[src/rtl/ring_pkg.sv]
package ring_pkg;
    // Layout of the control word
    localparam int CFG_W         = 5;
    localparam int CFG_EN_BIT    = 0;
    localparam int CODE_W        = 4;
    localparam int CODE_LSB      = 1;
    // Smallest ring is 2**MIN_RING_LOG2 entries
    localparam int MIN_RING_LOG2 = 5;
    // Receive posting granule is 2**GRANULE_LOG2 descriptors
    localparam int GRANULE_LOG2  = 2;

    typedef logic [CODE_W-1:0] size_code_t;
endpackage

[src/rtl/ring_size_dec.sv]
module ring_size_dec
    import ring_pkg::*;
#(
    parameter int IDX_W = 13
) (
    input  size_code_t       code,
    output logic [IDX_W-1:0] mask
);
    localparam int MAX_CODE = IDX_W - MIN_RING_LOG2;

    size_code_t clamped;

    always_comb begin
        clamped = (code > size_code_t'(MAX_CODE)) ? size_code_t'(MAX_CODE) : code;
        mask    = {IDX_W{1'b1}} >> (size_code_t'(MAX_CODE) - clamped);
    end
endmodule

[src/rtl/ring_kick_gate.sv]
module ring_kick_gate
    import ring_pkg::*;
#(
    parameter bit RX_MODE = 1'b0
) (
    input  logic                    kick_we,
    input  logic [GRANULE_LOG2-1:0] kick_lsb,
    output logic                    accept,
    output logic                    reject
);
    // Receive flavour accepts only whole posting granules
    logic misaligned;

    always_comb begin
        misaligned = RX_MODE && (kick_lsb != '0);
        accept     = kick_we && !misaligned;
        reject     = kick_we && misaligned;
    end
endmodule

[src/rtl/ring_fetch_addr.sv]
module ring_fetch_addr #(
    parameter int ADDR_W    = 32,
    parameter int IDX_W     = 13,
    parameter int DESC_LOG2 = 4
) (
    input  logic [ADDR_W-1:0] base,
    input  logic [IDX_W-1:0]  comp,
    output logic [ADDR_W-1:0] fetch_addr
);
    logic [ADDR_W-1:0] offset;

    always_comb begin
        offset     = ADDR_W'(comp) << DESC_LOG2;
        fetch_addr = base + offset;
    end
endmodule

[src/rtl/desc_ring_tracker.sv]
module desc_ring_tracker
    import ring_pkg::*;
#(
    parameter int ADDR_W    = 32,
    parameter int IDX_W     = 13,
    parameter int ALIGN_W   = 11,
    parameter int DESC_LOG2 = 4,
    parameter bit RX_MODE   = 1'b0
) (
    input  logic              clk,
    input  logic              rst_n,
    input  logic              cfg_we,
    input  logic [CFG_W-1:0]  cfg_wdata,
    input  logic              base_we,
    input  logic [ADDR_W-1:0] base_wdata,
    input  logic              kick_we,
    input  logic [IDX_W-1:0]  kick_wdata,
    input  logic              desc_done,
    output logic              ring_en,
    output logic [CODE_W-1:0] size_code,
    output logic [ADDR_W-1:0] base_addr,
    output logic [IDX_W-1:0]  kick_idx,
    output logic [IDX_W-1:0]  comp_idx,
    output logic [IDX_W-1:0]  pending,
    output logic              idle,
    output logic              kick_err,
    output logic [ADDR_W-1:0] fetch_addr
);
    localparam logic [ADDR_W-1:0] BASE_KEEP = ~((ADDR_W'(1) << ALIGN_W) - ADDR_W'(1));

    typedef struct packed {
        logic              en;
        size_code_t        code;
        logic [ADDR_W-1:0] base;
        logic [IDX_W-1:0]  kick;
        logic [IDX_W-1:0]  comp;
        logic              err;
    } ring_state_t;

    ring_state_t st_d, st_q;
    logic [IDX_W-1:0] size_mask;
    logic kick_ok, kick_bad;

    ring_size_dec #(.IDX_W(IDX_W)) u_size (
        .code (st_q.code),
        .mask (size_mask)
    );

    ring_kick_gate #(.RX_MODE(RX_MODE)) u_gate (
        .kick_we  (kick_we),
        .kick_lsb (kick_wdata[GRANULE_LOG2-1:0]),
        .accept   (kick_ok),
        .reject   (kick_bad)
    );

    ring_fetch_addr #(
        .ADDR_W    (ADDR_W),
        .IDX_W     (IDX_W),
        .DESC_LOG2 (DESC_LOG2)
    ) u_fetch (
        .base       (st_q.base),
        .comp       (st_q.comp),
        .fetch_addr (fetch_addr)
    );

    always_comb begin
        st_d     = st_q;
        st_d.err = 1'b0;
        if (cfg_we) begin
            st_d.en   = cfg_wdata[CFG_EN_BIT];
            st_d.code = cfg_wdata[CODE_LSB +: CODE_W];
            st_d.kick = '0;
            st_d.comp = '0;
        end else begin
            if (kick_ok) begin
                st_d.kick = kick_wdata & size_mask;
            end
            st_d.err = kick_bad;
            if (desc_done && st_q.en && (st_q.comp != st_q.kick)) begin
                st_d.comp = (st_q.comp + IDX_W'(1)) & size_mask;
            end
        end
        if (base_we) begin
            st_d.base = base_wdata & BASE_KEEP;
        end
    end

    always_ff @(posedge clk) begin
        if (!rst_n) begin
            st_q <= '0;
        end else begin
            st_q <= st_d;
        end
    end

    assign ring_en   = st_q.en;
    assign size_code = st_q.code;
    assign base_addr = st_q.base;
    assign kick_idx  = st_q.kick;
    assign comp_idx  = st_q.comp;
    assign kick_err  = st_q.err;
    assign pending   = (st_q.kick - st_q.comp) & size_mask;
    assign idle      = st_q.en && (st_q.comp == st_q.kick);
endmodule

[config.mk]
export PLATFORM = sky130hd
export DESIGN_NAME = desc_ring_tracker
export DESIGN_NICKNAME = d
export VERILOG_FILES = /design/src/rtl/ring_pkg.sv /design/src/rtl/ring_size_dec.sv /design/src/rtl/ring_kick_gate.sv /design/src/rtl/ring_fetch_addr.sv /design/src/rtl/desc_ring_tracker.sv
export SDC_FILE = /design/constraint.sdc
export NUM_CORES = 1
export LEC_CHECK = 0
export BUFFER_PORTS_ARGS = -buffer_cell sky130_fd_sc_hd__buf_2
export CORE_UTILIZATION = 52
export CTS_CLUSTER_SIZE = 25
export DETAILED_ROUTE_END_ITERATION = 6
export GPL_ROUTABILITY_DRIVEN = 0
export HOLD_SLACK_MARGIN = 0.06
export PLACE_DENSITY_LB_ADDON = 0.1
export SETUP_SLACK_MARGIN = 0.15
export SLEW_MARGIN = 20
export SYNTH_ARGS = -nofsm -noshare
export SYNTH_HDL_FRONTEND = slang
export SYNTH_SLANG_ARGS = --single-unit
[constraint.sdc]
create_clock -name clk -period 3.5 [get_ports clk]
set_clock_uncertainty 0.05 [all_clocks]
set_input_delay 0.175 -clock clk [delete_from_list [all_inputs] [get_ports clk]]
set_output_delay 0.175 -clock clk [all_outputs]
set_load 0.1 [all_outputs]
-- Word-level counts from Yosys, hierarchy flattened
Cells that the tools add are included.
- add/subtract/negate cells: 4
- magnitude comparators: 1
- eq/ne operators: 2
- shifts and indexed selects: 1
- muxes and demuxes: 1
- bitwise operators: 4
- reductions and logical operators: 4
- operators with widths (cell ; count):
    $and A13 B13 Y13 ; 3
    $add A32 B17 Y32 ; 1
    $add A13 B1 Y13 const B ; 1
    $eq A13 B13 Y1 ; 1
    $ne A13 B13 Y1 ; 1
    $shr A13 B4 Y13 const A ; 1
    $sub A13 B13 Y13 ; 1
    $gt A4 B4 Y1 const B ; 1
    $mux W4 ; 1
    $sub A4 B4 Y4 const A ; 1
    $logic_and A1 B1 Y1 ; 3
    $reduce_or A2 Y1 ; 1
    $not A1 Y1 ; 1
- register bits: 53
- input port bits: 56
- output and inout bits: 110
- logic and storage cells: 23

-- Depth between registers and ports, before layout
Gate-level depths: netlist (run 1).
- word-level depth: 5
- mapped depth: 9
- depth with buffers taken out: 8

-- Hierarchy
Synthesis (run 1) repeated with hierarchy kept, for this count alone.
- cells, all modules: 514
- area, all modules: 4182.8 sq um
- by module, submodules not included (module ; instances ; cells an instance ; area each (sq um) ; seq. area each (sq um)):
    desc_ring_tracker ; 1 ; 345 ; 2980.4 ; 1061.0
    ring_fetch_addr ; 1 ; 139 ; 1009.7 ; 0.0
    ring_size_dec ; 1 ; 27 ; 173.9 ; 0.0
    ring_kick_gate ; 1 ; 3 ; 18.8 ; 0.0

-- Worst setup path after synthesis (run 1)
OpenSTA, ideal clock, no wires.
- kind: register -> output
- start point: reg st_q (netlist bit size_code[3])
- end point: out pending[7]
- data arrival time: 4.287 ns
- data required time: 3.275 ns
- setup slack: -1.012 ns
- cell stages (with the launch flop): 7
- path through: dfxtp_1 -> buf_2 -> nand2b_1 -> ha_1 -> xnor2_1 -> a21oi_1 -> nor3b_1
- longest elaborated chain between the ends: 5
- ends and longest elaborated chain (element ; line ; RTL):
    start, declared ; desc_ring_tracker.sv:40 ; ring_state_t st_d, st_q;
    start signal, assigned ; desc_ring_tracker.sv:92 ; st_q <= st_d;
    $gt A4 B4 Y1 ; ring_size_dec.sv:14 ; clamped = (code > size_code_t'(MAX_CODE)) ? size_code_t'(MAX_CODE) : code;
    $mux W4 * ; ring_size_dec.sv:14 ;
    $sub A4 B4 Y4 * ; ring_size_dec.sv:15 ; mask = {IDX_W{1'b1}} >> (size_code_t'(MAX_CODE) - clamped);
    $shr A13 B4 Y13 * ; ring_size_dec.sv:15 ;
    $and A13 B13 Y13 * ; desc_ring_tracker.sv:102 ; assign pending = (st_q.kick - st_q.comp) & size_mask;
    end, declared ; desc_ring_tracker.sv:24 ; output logic [IDX_W-1:0] pending,
Every way passes the cells marked *; elsewhere a longest branch is shown, timed or not.

-- Worst setup path in the final report (run 1)
- start point: reg st_q (netlist bit comp_idx[1])
- end point: out pending[11]
- longest elaborated chain between the ends: 2
- ends and longest elaborated chain (element ; line):
    $sub A13 B13 Y13 ; desc_ring_tracker.sv:102
    $and A13 B13 Y13 ; desc_ring_tracker.sv:102
Every way passes these cells.

==> results of run 1 <==
cell families (layout without fill, tap and decap cells):
family | Yosys count | in the layout
xor gates and xnor gates | 25 | 25
and+or+nand+nor | 161 | 161
DFF | 52 | 52
AOI/OAI and AO/OA | 101 | 101
other | 1 | 16
adders and majority gates | 24 | 24
muxes | 29 | 29
buffers and inverters | 68 | 172
cell type report:
cell class                      count  area [um2]
Tap cell                           96         120
Timing Repair Buffer              138         693
Clock buffer                        6        72.6
Fill cell                         616        2210
Inverter                           27         101
Sequential cell                    52        1050
Clock inverter                      1        5.00
Multi-Input combinational cell    356        2690
layout by cell type, fill, tap and decap left out, drive strengths merged, types with 3 or more instances in the layout:
master	instances
buf	137
dfxtp	52
a21oi	39
nor2b	33
mux2i	28
inv	27
nand2	24
ha	22
nand2b	19
nand3	18
nor2	18
o21ai	17
conb	16
xnor2	15
a21o	10
nand4	10
xor2	10
nor3	8
clkbuf	7
and3	5
and2	5
or4	5
o22ai	4
o211ai	4
nor4	4
o211a	3
a211oi	3
o2111ai	3
a31oi	3
or2	3
o32ai	3
or3	3
worst paths after layout:
kind | startpoint | endpoint | slack, ns | depth (start not counted)
worst max-delay path | comp_idx[1] | pending[11] | 0.31 | 8
worst max register to register | comp_idx[8] | comp_idx[7] | 0.88 | 7
worst min register to register | kick_idx[3] | kick_idx[3] | 0.44 | 2
worst min-delay path | cfg_wdata[0] | ring_en | 0.07 | 3
critical path, cell delays in order (launching register included):
cell	delay, ns
dfxtp_2	0.43
inv_1	0.07
ha_1	0.29
nor2b_1	0.15
o2111ai_1	0.33
a31oi_1	0.23
a221oi_2	0.43
mux2i_4	0.28
buf_2	0.44
metal layers:
metal / routed length (um) / share of wire / vias to the layer above / global-route usage
met2: 4630 / 0.47 / 118 / 0.433
met4: 107 / 0.011 / 0 / 0.0656
met3: 487 / 0.049 / 9 / 0.0405
met5: 0 / 0 / - / 0
met1: 4620 / 0.47 / 1685 / 0.347
li1: - / - / 1814 / -
metrics by stage:
| step | util | area (um2) | TNS, ns | hold slack [ns] | instances |
|---|---|---|---|---|---|
| final | 0.681 | 4730 | 0 | 0.0741 | 676 |
| after global routing | 0.681 | 4730 | 0 | 0.0692 | 676 |
| after CTS | 0.679 | 4720 | 0 | 0.0666 | 676 |
| after detailed placement | 0.668 | 4640 | 0 | 0.389 | 669 |
| after global placement | 0.668 | 4640 | 0 | 0.379 | 669 |
| after floorplan | - | 4080 | -0.0268 | 0.282 | 476 |
sequential cells by signal (all words and copies together) (netlist names):
signal,flops
ring_en,1
kick_idx,13
base_addr,21
comp_idx,13
size_code,4
power groups by stage:
| stage | logic, uW | registers [uW] | clock network, uW |
|---|---|---|---|
| 6_report | 769 | 645 | 340 |
| 5_1_grt | 803 | 650 | 370 |
| 4_1_cts | 767 | 645 | 347 |
| 3_5_place_dp | 765 | 659 | 0 |
| 3_3_place_gp | 759 | 657 | 0 |
| 2_1_floorplan | 513 | 808 | 0 |
what timing repair did:
item,in CTS,in global routing
endpoints found under the setup margin,0,3
resized for setup,0,3
endpoints found under the hold margin,0,0
==> summary.txt, run 1 <==
Timing
  • Pins Over Slew Limit: 0
  • Min Tclk post-route: 3.19 ns
  • Worst Max-Slew Pin Slew: 1.03 ns
  • Period Utilization, post-route: 0.910
  • Final worst slack: 0.315 ns
  • Max-slew headroom: 0.311
  • RSZ-0062 raised after global routing: false
  • Endpoints failing setup: 0
  • Max Clk Rate: 314 MHz
  • Final hold vios: 0

Synthesis
  • Ys async rst share: 0
  • Yosys cell types: 58
  • EDFF count, synth: 0
  • Most numerous cell in the Yosys netlist: dfxtp_1
  • Ys Warns: 0
  • Mapped Area: 3820 um2
  • Compound-Gate Fraction of Synth Area: 0.179
  • Synth top area cells: dfxtp_1, mux2i_1, ha_1, nor2b_1, a21oi_1
  • Most instantiated cells after synthesis: dfxtp_1, a21oi_1, nor2b_1, mux2i_1, inv_1
  • Mapped Avg Cell Area: 8.28 um2
  • Synth Area in Adders: 0.0826
  • Syn Inst Count: 461
  • Multiplexer area fraction after synthesis: 0.0764
  • Simple-gate area share of the yosys netlist: 0.239
  • Post-synth top area share: 0.273
  • Area leader, netlist: dfxtp_1
  • Register bit total from synthesis: 52
  • Main synth FF type: dfxtp_1
  • Xor/xnor share of the synthesized area: 0.0574
  • Sequential area share after synthesis: 0.273
  • Largest family of logic cells by synthesized area: simple AND/OR/NAND/NOR gates

GRT
  • Pin count of the biggest net entering global routing: 29
  • Tot GR Track Use: 0.258
  • Global route overflow: 0
  • Initial antenna violation count: 0
  • Global-route wire length before repair: 15500 um
  • Vias in the first global route: 3209

CTS
  • Clock Latency Late Sink: 0.31 ns
  • Maximum root-to-sink buffer count: 2
  • Cts-stage hold buffer count: 0
  • CTS H-Tree Depth: 2
  • Cts bufs inserted: 5
  • Post-CTS Setup Bufs: 0
  • Root buffer cell: clkbuf_8
  • CTS tree: done
  • Clock transition at the registers of the reported paths: 0.10 ns
  • CTS sink count: 52

Power and ir drop
  • Sw frac: 0.480
  • Cell Pwr Density: 371 nW/um2
  • Final Power: 1750 uW
  • Worst VDD drop: 0.209 mV
  • Total leakage power: 0.00233 uW
  • Reg power frac: 0.368
  • Combinational share of power: 0.438
  • Clock Power Share: 0.194
  • Net Sw Power: 842 uW
  • Internal power: 912 uW

Die
  • Top-level I/O count: 166
  • Die X: 87.7 um
  • Initial Util: 0.550
  • Core Area: 6940 um2
  • Die Y: 87.7 um
  • Rows: 30
  • Die area: 7690 um2

Place
  • DP HPWL: 7700 um
  • Worst slack, placed: 0.595 ns
  • PortBufs: 138

Setup path
  • Critical setup path kind: reg2out
  • Critical path capture point type: output pin
  • CP Launch Type: flop
  • Worst Path Required: 3.27 ns
  • Critical Path Fanout Max: 8
  • Crit path DAT: 2.96 ns

Drt
  • Remaining antenna violation count after routing: 0
  • # DRC: 0
  • WL per Instance: 14.6 um
  • Via density per instance: 5.36
  • Via count: 3626
  • 1st-pass router iterations: 4
  • WL final: 9840 um
  • Iteration-0 DRC Markers: 208

Run status
  • Run status: completed

Cells and area
  • Area growth syn-to-layout: 23.9%
  • Inserted Diodes: 0
  • Nets: 660
  • Layout cells sized above 1: 0.345

Hold path
  • HP Class: in2reg

Run
  • Max cap viols: 0
(Power assumes the default switching activity.)
==> inputs of run 2 (changes only) <==
Settings changed: CORE_UTILIZATION 52 to 54, SYNTH_HIERARCHICAL set to 1.
==> run 2 against run 1 <==
Global-route usage increased by 1.0 points. Cell count increased by 9.5%. Sequential cell count increased by 1. Die area increased by 5.4%.
==> summary.txt, run 2 <==
Run status
  • Run status: completed

Synthesis
  • Mapped Area: 4180 um2 (+9.6%)
  • Ys Warns: 6 (+6)
  • EDFF count, synth: 0 (unchanged)
  • Most instantiated cells after synthesis: dfxtp_1, a21oi_1, nor2b_1, nand2_1, ha_1
  • Post-synth top area share: 0.254 (-0.0191)
  • Ys async rst share: 0 (unchanged)
  • Most numerous cell in the Yosys netlist: dfxtp_1
  • Area leader, netlist: dfxtp_1
  • Sequential area share after synthesis: 0.254 (-0.0191)
  • Main synth FF type: dfxtp_1
  • Register bit total from synthesis: 53 (+1.9%)
  • Syn Inst Count: 514 (+11%)
  • Mapped Avg Cell Area: 8.14 um2 (-1.7%)
  • Yosys cell types: 61 (+5.2%)
  • Synth top area cells: dfxtp_1, ha_1, mux2i_1, nor2b_1, a21oi_1

Place
  • PortBufs: 139 (+0.72%)
  • DP HPWL: 8860 um (+15%)
  • Worst slack, placed: 0.537 ns (-0.0586 ns)
  • Post-Place Cells: 732 (+9.4%)

Power and ir drop
  • Worst VDD drop: 0.214 mV (+2.6%)
  • Total leakage power: 0.00251 uW (+7.7%)
  • Cell Pwr Density: 367 nW/um2 (-1.0%)

CTS
  • Root buffer cell: clkbuf_8
  • Clock transition at the registers of the reported paths: 0.10 ns (about the same)
  • CTS tree: done
  • Clock Latency Late Sink: 0.31 ns (about the same)
  • Cts bufs inserted: 5 (unchanged)
  • CTS sink count: 53 (+1.9%)
  • Cts-stage hold buffer count: 0 (unchanged)
  • CTS H-Tree Depth: 2 (unchanged)
  • Maximum root-to-sink buffer count: 2 (unchanged)

Setup path
  • Buffers & Inverters on Critical Path: 1 (-1)
  • Crit path DAT: 3.00 ns (+0.04 ns)
  • Worst Path Required: 3.27 ns (about the same)
  • CP Launch Type: flop
  • CP cell instances: ha_1, nor2_1, o21bai_1, o41ai_1, a31o_1, nor3_1, xor2_4, buf_2
  • Crit-path max cell delay: 0.56 ns (+0.12 ns)
  • CP max stage cell: nor3_1
  • Top cell family by delay on the critical path: simple AND/OR/NAND/NOR gates
  • Critical setup path kind: reg2out
  • Critical path capture point type: output pin
  • Critical Path Fanout Max: 8 (unchanged)

Die
  • Top-level I/O count: 166 (unchanged)
  • Die X: 90.0 um (+2.7%)
  • Die Y: 90.0 um (+2.7%)
  • Rows: 31 (+3.3%)
  • Initial Util: 0.568 (+0.0180)
  • Core Area: 7370 um2 (+6.1%)
  • Die area: 8100 um2 (+5.4%)

Timing
  • RSZ-0062 raised after global routing: false
  • Worst Max-Slew Pin Slew: 1.03 ns (-0.00248 ns)
  • Pins Over Slew Limit: 0 (unchanged)
  • Max Clk Rate: 310 MHz (-1.4%)
  • Period Utilization, post-route: 0.923 (+0.0127)
  • Max-slew headroom: 0.313 (+0.00165)
  • Endpoints failing setup: 0 (unchanged)
  • Min Tclk post-route: 3.23 ns (+0.0446 ns)
  • Final hold vios: 0 (unchanged)
  • Final worst slack: 0.270 ns (-0.0446 ns)

Drt
  • WL final: 11000 um (+12%)
  • 1st-pass router iterations: 5 (+1)
  • Iteration-0 DRC Markers: 192 (-7.7%)
  • Remaining antenna violation count after routing: 0 (unchanged)
  • Via count: 4125 (+14%)
  • Via density per instance: 5.57 (+3.9%)
  • # DRC: 0 (unchanged)
  • WL per Instance: 14.9 um (+2.1%)

GRT
  • Global-route wire length before repair: 18000 um (+16%)
  • Initial antenna violation count: 0 (unchanged)
  • Tot GR Track Use: 0.268 (+0.0103)
  • Global route overflow: 0 (unchanged)
  • Pin count of the biggest net entering global routing: 29 (unchanged)
  • Vias in the first global route: 3775 (+18%)

Cells and area
  • Largest register FFs: 21 (unchanged)
  • Nets: 728 (+10%)
  • Commonest cells after routing, fill and taps aside: buf_2, dfxtp_1, a21oi_1
  • Non-filler instance count after layout: 740 (+9.5%)
  • Commonest non-fill, non-tap cell in the layout: buf_2
  • Inserted Diodes: 0 (unchanged)
  • Fill cell count: 616 (unchanged)
  • Layout cells sized above 1: 0.287 (-0.0578)
  • Area growth syn-to-layout: 25.2%

Run
  • Max cap viols: 0 (unchanged)

Hold path
  • HP Class: in2reg
## run 2: cell count changes after synthesis, moves of 4 or more
cell,before,now
nand3_1,17,28
ha_1,22,30
nor2_1,18,26
nand2_1,24,31
nand4_1,10,16
and2_1,5,10
xor2_1,10,15
a211oi_1,3,7
buf_4,23,19
inv_1,27,23
## run 2: cell families after synthesis
group                      count (synthesis)  synth area share
other                                      2           0.00180
and+or+nand+nor                          196             0.263
buffers and inverters                     65            0.0826
AOI/OAI and AO/OA                        107             0.168
xor gates and xnor gates                  31            0.0649
muxes                                     28            0.0670
adders and majority gates                 32            0.0993
DFF                                       53             0.254
## run 2: repair_timing
item                                   CTS  global route
setup buffers                            0             0
endpoints found under the hold margin    0             0
setup endpoints to repair                0             3
resized for setup                        0             4
## run 2: metrics by stage
| stage | utilization | setup TNS [ns] | cell area (um2) | total power (uW) | hold WS (ns) |
|---|---|---|---|---|---|
| final | 0.710 | 0 | 5240 | 1920 | 0.0697 |
| after global routing | 0.710 | 0 | 5240 | 2000 | 0.0684 |
| after CTS | 0.708 | 0 | 5220 | 1930 | 0.0661 |
| after detailed placement | 0.692 | 0 | 5100 | 1510 | 0.389 |
| after global placement | 0.692 | 0 | 5100 | 1500 | 0.380 |
| after floorplan | - | -0.295 | 4540 | 1400 | 0.253 |
## run 2: layout make-up
class                           instances  area (um2)  share of cell area
Multi-Input combinational cell        418        3140               0.600
Sequential cell                        53        1070               0.204
Timing Repair Buffer                  139         701               0.134
Tap cell                               99         124              0.0237
Inverter                               23        86.3              0.0165
Clock buffer                            5        68.8              0.0131
Clock inverter                          3        46.3             0.00884
## run 2: worst reg2reg max path, delay by kind of cell, from the launching register on
kind / cells / cell delay [ns]
AND/OR/NAND/NOR: 4 / 1.18
flip-flops: 1 / 0.51
adder cells (fa/ha/maj): 1 / 0.42
AO/OA/AOI/OAI: 1 / 0.22
buffers and inverters: 1 / 0.12
## run 2: path summary, 6_finish.rpt
path         slack (ns)           start             end  depth (start not counted)
min                0.07  base_wdata[31]   base_addr[31]                          3
min reg2reg        0.45    kick_idx[12]    kick_idx[12]                          2
max                0.27     comp_idx[9]  fetch_addr[31]                          8
max reg2reg        0.89     comp_idx[9]    comp_idx[11]                          7
## run 2: power breakdown
group	total [uW]	internal, uW	leakage (uW)	switching [uW]
logic	836	175	0.00202	661
registers	664	625	0.000435	38.5
clock network	421	214	0.0000543	207
total	1920	1020	0.00251	906
## run 2: layer usage
metal	vias up	share of wire	GRT usage	wire, um
li1	2028	-	-	-
met3	19	0.065	0.0525	719
met2	161	0.50	0.468	5460
met4	0	0.016	0.0632	175
met1	1917	0.42	0.339	4640
met5	-	0	0	0
